**config.mk**
```make
export PLATFORM = sky130hd
export DESIGN_NAME = jtag_dbg_tap
export DESIGN_NICKNAME = d
export VERILOG_FILES = /design/src/rtl/jtag_dbg_tap.sv
export SDC_FILE = /design/constraint.sdc
export NUM_CORES = 1
export LEC_CHECK = 0
export ABC_CLOCK_PERIOD_IN_PS = 2500
export BUFFER_PORTS_ARGS = -buffer_cell sky130_fd_sc_hd__buf_2
export CORE_AREA = 2 2 76 78
export CTS_BUF_LIST = sky130_fd_sc_hd__clkbuf_4
export DETAILED_ROUTE_END_ITERATION = 8
export DIE_AREA = 0 0 78 80
export PLACE_DENSITY = 0.83
export SLEW_MARGIN = 15
export SYNTH_ARGS = -nofsm -noshare
export SYNTH_HDL_FRONTEND = slang
export SYNTH_SLANG_ARGS = --single-unit
```
**constraint.sdc**
```tcl
create_clock -name tck -period 2.5 [get_ports tck]
set_input_delay 0.25 -clock tck [delete_from_list [all_inputs] [get_ports tck]]
set_output_delay 0.25 -clock tck [all_outputs]
set_load 0.02 [all_outputs]
```
**src/rtl/jtag_dbg_tap.sv**
```systemverilog
module jtag_dbg_tap #(
  parameter int          ABITS  = 7,
  parameter logic [31:0] IDCODE = 32'h1BEE_F0A3
) (
  input  logic              tck,
  input  logic              trst_n,
  input  logic              tms,
  input  logic              tdi,
  output logic              tdo,
  input  logic [1:0]        dmi_status,
  input  logic [2:0]        idle_hint,
  input  logic [ABITS+33:0] dmi_capture,
  output logic [ABITS+33:0] dmi_shift,
  output logic              dmi_update,
  output logic              dmi_reset
);
  localparam int DLEN = ABITS + 34;
  localparam logic [4:0] IR_IDC  = 5'h01;
  localparam logic [4:0] IR_CTRL = 5'h10;
  localparam logic [4:0] IR_DMI  = 5'h11;
  localparam logic [4:0] IR_CAPT = 5'b00001;

  typedef enum logic [3:0] {
    TLR    = 4'd0,  RTI    = 4'd1,  SEL_DR = 4'd2,  CAP_DR = 4'd3,
    SH_DR  = 4'd4,  E1_DR  = 4'd5,  P_DR   = 4'd6,  E2_DR  = 4'd7,
    UPD_DR = 4'd8,  SEL_IR = 4'd9,  CAP_IR = 4'd10, SH_IR  = 4'd11,
    E1_IR  = 4'd12, P_IR   = 4'd13, E2_IR  = 4'd14, UPD_IR = 4'd15
  } tap_st_e;

  tap_st_e st, nxt;
  logic [4:0]      ir, irsh, irsh_n;
  logic [DLEN-1:0] dr, dr_n;
  logic            len32, len32_n;
  logic            tdo_q;
  logic [31:0]     ctrl_word;

  assign ctrl_word = {15'd0, 1'b0, 1'b0, idle_hint, dmi_status, 6'(ABITS), 4'd1};

  always_comb begin
    unique case (st)
      TLR:     nxt = tms ? TLR    : RTI;
      RTI:     nxt = tms ? SEL_DR : RTI;
      SEL_DR:  nxt = tms ? SEL_IR : CAP_DR;
      CAP_DR:  nxt = tms ? E1_DR  : SH_DR;
      SH_DR:   nxt = tms ? E1_DR  : SH_DR;
      E1_DR:   nxt = tms ? UPD_DR : P_DR;
      P_DR:    nxt = tms ? E2_DR  : P_DR;
      E2_DR:   nxt = tms ? UPD_DR : SH_DR;
      UPD_DR:  nxt = tms ? SEL_DR : RTI;
      SEL_IR:  nxt = tms ? TLR    : CAP_IR;
      CAP_IR:  nxt = tms ? E1_IR  : SH_IR;
      SH_IR:   nxt = tms ? E1_IR  : SH_IR;
      E1_IR:   nxt = tms ? UPD_IR : P_IR;
      P_IR:    nxt = tms ? E2_IR  : P_IR;
      E2_IR:   nxt = tms ? UPD_IR : SH_IR;
      default: nxt = tms ? SEL_DR : RTI;
    endcase
  end

  always_comb begin
    dr_n    = dr;
    len32_n = len32;
    if (st == SH_DR) begin
      dr_n = dr >> 1;
      if (len32) dr_n[31] = tdi;
      else       dr_n[DLEN-1] = tdi;
    end
    if (nxt == CAP_DR) begin
      case (ir)
        IR_IDC:  begin dr_n = DLEN'(IDCODE);    len32_n = 1'b1; end
        IR_CTRL: begin dr_n = DLEN'(ctrl_word); len32_n = 1'b1; end
        IR_DMI:  begin dr_n = dmi_capture;      len32_n = 1'b0; end
        default: ;
      endcase
    end
  end

  always_comb begin
    irsh_n = irsh;
    if (st == SH_IR)   irsh_n = {tdi, irsh[4:1]};
    if (nxt == CAP_IR) irsh_n = IR_CAPT;
  end

  always_ff @(posedge tck or negedge trst_n) begin
    if (!trst_n) begin
      st    <= TLR;
      ir    <= IR_IDC;
      irsh  <= IR_CAPT;
      dr    <= '0;
      len32 <= 1'b1;
      tdo_q <= 1'b0;
    end else begin
      st    <= nxt;
      dr    <= dr_n;
      len32 <= len32_n;
      irsh  <= irsh_n;
      if (nxt == SH_DR)      tdo_q <= dr_n[0];
      else if (nxt == SH_IR) tdo_q <= irsh_n[0];
      if (nxt == TLR)         ir <= IR_IDC;
      else if (nxt == UPD_IR) ir <= irsh;
    end
  end

  assign tdo        = tdo_q;
  assign dmi_shift  = dr;
  assign dmi_update = (st == UPD_DR) && (ir == IR_DMI);
  assign dmi_reset  = (st == UPD_DR) && (ir == IR_CTRL) && dr[16];
endmodule

```
==> flow_results.org <==
** STA
- Setup violations remaining at the end of the flow were counted as 0.
- Static timing analysis puts the maximum clock frequency at 445 MHz.
- Headroom to the max-slew limit came out at 0.394.
- Final critical path time including I/O delays and setup :: 2.25 ns
- Transition time of the tightest slew-check pin :: 0.909 ns
- Number of slew-limit violations in the final report :: 0
- Setup total negative slack on the finished layout was measured at 0 ns.
- Setup Skew :: 0.0127 ns
- Unrepaired setup endpoints after global routing :: no
- Hold Violations, Final :: 0
- Dividing the final minimum period by the clock period gives 0.899.

** Detailed routing
- DRC marker count from the first detailed-route iteration :: 161
- Number of iterations in the first detailed-routing pass :: 4
- In this run the remaining antenna-violating nets after routing total 0.
- Via count normalized by instance count :: 5.60
- For this block, the via count after detailed routing is 2494.
- DRC violation count after routing :: 0
- Post-detailed-route wirelength per cell :: 15.7 um
- For this block, the routed nets add up to 6990 um of wire.

** Die
- Chip width :: 78 um
- The total area inside the core boundary comes to 0.00541 mm^2.
- 94 I/O pins were placed.
- Die boundary height :: 80 um
- After floorplanning, the core was divided into 27 placement rows.
- The die covers 0.00624 mm^2.
- Initial cell density of the core :: 0.559

** Synth
- Commonest cells in the synthesized netlist :: sky130_fd_sc_hd__dfrtp_1, sky130_fd_sc_hd__mux2i_1, sky130_fd_sc_hd__nor2_1
- The share of synthesized area in the top cell type comes to 0.447.
- Synth area leaders :: sky130_fd_sc_hd__dfrtp_1, sky130_fd_sc_hd__mux2i_1, sky130_fd_sc_hd__o2bb2ai_1, sky130_fd_sc_hd__nor2_1, sky130_fd_sc_hd__o22ai_1
- Top flip-flop cell by instance count after synthesis :: sky130_fd_sc_hd__dfrtp_1
- Per-instance average area after synthesis :: 10.8 um^2
- Synthesis handed over a netlist of 280 instances.
- Flops & latches, synth :: 57
- Most repeated cell in the gate-level netlist after synthesis :: sky130_fd_sc_hd__dfrtp_1
- Number of enable-type register cells in the synthesized netlist :: 0
- Share of flip-flops with an asynchronous set or reset after synthesis :: 1.00
- Counting every net in the synthesized netlist gives 330.
- Yosys mapped the design onto 47 distinct sky130hd cell types.
- Total of warnings raised by yosys :: 0
- Synthesized area :: 0.00302 mm^2
- sky130_fd_sc_hd__dfrtp_1 takes more of the synthesized area than any other cell.
- For this run, the register share of the synthesized area comes to 0.473.

** Worst setup path
- Endpoint of the most critical setup path :: dmi_reset
- The critical path is of the register to output pin type.
- Crit path launch :: st[2]
- Reg2reg path depth :: 5
- STA classifies the critical path endpoint as an output pin.
- STA classifies the critical path startpoint as a register.
- Worst r2r src :: st[1]
- Along the worst path, the maximum fanout reaches 17.
- STA puts the critical path data required time at 2.25 ns.
- In this run the register-to-register setup slack is 0.48 ns.
- Reg-to-reg endpoint :: dmi_shift[6]
- Worst Path Arrival :: 2.00 ns

** Power
- PnR Total Power :: 4.35 mW
- For this design the ratio of total power to cell area is 1200 mW/mm^2.
- For this design the static power due to leakage is 1.59 nW.
- Peak ir drop on the vdd network :: 0.900 mV

** Hold path
- The worst hold path belongs to the class primary input to register.

** Placement
- Area post-placement :: 0.00351 mm^2
- During placement, the flow inserted port buffers numbering 93.
- After legalization and detailed placement, the total HPWL measured 4880 um.
- Number of placed instances with taps included :: 428
- Placer's final routability congestion estimate :: 0.850

** Layout
- Fin cells :: 445
- Syn-to-layout area delta :: 20.0%
- Final standard cell area without fillers :: 0.00363 mm^2
- At the end of the flow, the number of nets in the layout was 418.
- Number of antenna diodes :: 0
- Of the cells placed in the final design, the portion with a size suffix greater than 1 is 0.349.

** Global route
- The number of antenna violations at the first check in global routing is 0.
- GR Overflow Total :: 0
- Total track usage :: 0.233
- The first global-routing pass estimated 11300 um of wire.
- Largest net degree at the start of global routing :: 45
- The number of global-route vias before repair was 2371.

** Run status
- The flow ran to the end, and the final reports show no timing, DRC or antenna violations.

** Flow run
- Across the run, the number of max-cap violations was 0.

** Clock network
- For the worst-skew pair, the clock arrives at the later sink with an insertion delay of 0.40 ns.
- Counting along the longest clock path gives a buffer depth of 2.
- Clock-pin slew was measured on the worst setup and hold paths at 0.10 ns.
- TritonCTS built the clock tree.
- Count of clock tree sinks :: 57
- TritonCTS buffer count :: 9
- H-tree Lvls :: 3
- In this run the clock root is driven by a sky130_fd_sc_hd__clkbuf_4.
- Post-CTS timing repair inserted 0 buffers for setup.
[state kept, by name, summed over array words and instances (netlist names)]
| register | flops |
|---|---|
| dmi_shift | 41 |
| ir | 5 |
| irsh | 5 |
| len32 | 1 |
| st | 4 |
| tdo | 1 |
[cell type report]
class	instances	area, um^2
Clock buffer	9	67.6
Clock inverter	7	37.5
Fill cell	450	1780
Inverter	3	11.3
Multi-Input combinational cell	196	1440
Sequential cell	57	1430
Tap cell	72	90.1
Timing Repair Buffer	101	553
[power breakdown]
| group | switching (mW) | internal [mW] |
|---|---|---|
| sequential | 0.489 | 1.34 |
| combinational | 1.10 | 0.883 |
| clock | 0.341 | 0.192 |
| total | 1.93 | 2.41 |
[placed cells by master, fill, tap and decap left out, types with 2 or more instances in the layout]
cell type and count:
sky130_fd_sc_hd__buf_2 93, sky130_fd_sc_hd__dfrtp_1 53, sky130_fd_sc_hd__mux2i_1 46, sky130_fd_sc_hd__nor2_1 35, sky130_fd_sc_hd__o2bb2ai_1 19, sky130_fd_sc_hd__o22ai_1 13
sky130_fd_sc_hd__clkbuf_4 9, sky130_fd_sc_hd__nand2b_1 8, sky130_fd_sc_hd__o21ai_0 8, sky130_fd_sc_hd__nand3_1 7, sky130_fd_sc_hd__nand2_1 6, sky130_fd_sc_hd__a21oi_1 6
sky130_fd_sc_hd__nor2b_1 6, sky130_fd_sc_hd__nor3_1 5, sky130_fd_sc_hd__buf_4 5, sky130_fd_sc_hd__a211oi_1 3, sky130_fd_sc_hd__nand4_1 3, sky130_fd_sc_hd__mux2_2 3
sky130_fd_sc_hd__clkinv_2 3, sky130_fd_sc_hd__dfstp_2 3, sky130_fd_sc_hd__or3b_2 2, sky130_fd_sc_hd__inv_1 2, sky130_fd_sc_hd__a22o_1 2, sky130_fd_sc_hd__a211o_1 2
sky130_fd_sc_hd__clkinvlp_4 2, sky130_fd_sc_hd__clkinv_1 2, sky130_fd_sc_hd__buf_12 2
[worst min-delay path by stage]
stage | start | end | slack (ns) | cells after the start
global route | dmi_capture[29] | dmi_shift[29] | 0.03 | 2
global placement | trst_n | dmi_shift[15] | 0.43 | 1
detailed placement | trst_n | dmi_shift[14] | 0.44 | 1
floorplan | trst_n | dmi_shift[0] | -0.05 | 0
finish | dmi_capture[26] | dmi_shift[26] | 0.05 | 2
CTS | dmi_capture[26] | dmi_shift[26] | 0.03 | 2
[cell families (layout without fill, tap and decap cells)]
group,after synthesis,in the layout,share of synthesized area
flip-flops,57,57,0.473
XOR/XNOR,1,1,0.00290
AND/OR/NAND/NOR,83,83,0.154
AO/OA/AOI/OAI,62,62,0.149
multiplexers,50,50,0.167
buffers and inverters,27,120,0.0542
[timing repair]
action,CTS,global route
endpoints found under the hold margin,6,0
gates resized for setup,0,1
endpoints found under the setup margin,0,1
hold buffers,1,0
[stage by stage]
| step | hold slack [ns] | setup WS, ns | util |
|---|---|---|---|
| after floorplan | -0.0456 | 0.498 | - |
| final | 0.0464 | 0.252 | 0.671 |
| after CTS | 0.0339 | 0.135 | 0.671 |
| after detailed placement | 0.439 | 0.458 | 0.650 |
| after global placement | 0.431 | 0.541 | 0.650 |
| after global routing | 0.0290 | 0.0760 | 0.671 |
[layer usage]
metal | wire length (um) | share of wire | global-route usage
met5 | 0 | 0 | 0
met4 | 183 | 0.026 | 0.114
met3 | 433 | 0.062 | 0.0430
met2 | 3270 | 0.47 | 0.363
met1 | 3110 | 0.44 | 0.315
[worst max-delay path: stages, from the launching register on]
cell and delay [ns]:
sky130_fd_sc_hd__dfrtp_1 0.56, sky130_fd_sc_hd__nand2b_1 0.26, sky130_fd_sc_hd__nor3_1 0.22, sky130_fd_sc_hd__nand2_1 0.08
sky130_fd_sc_hd__nor4b_1 0.27, sky130_fd_sc_hd__buf_2 0.22
No activity file was read; power rests on OpenSTA's default activity.
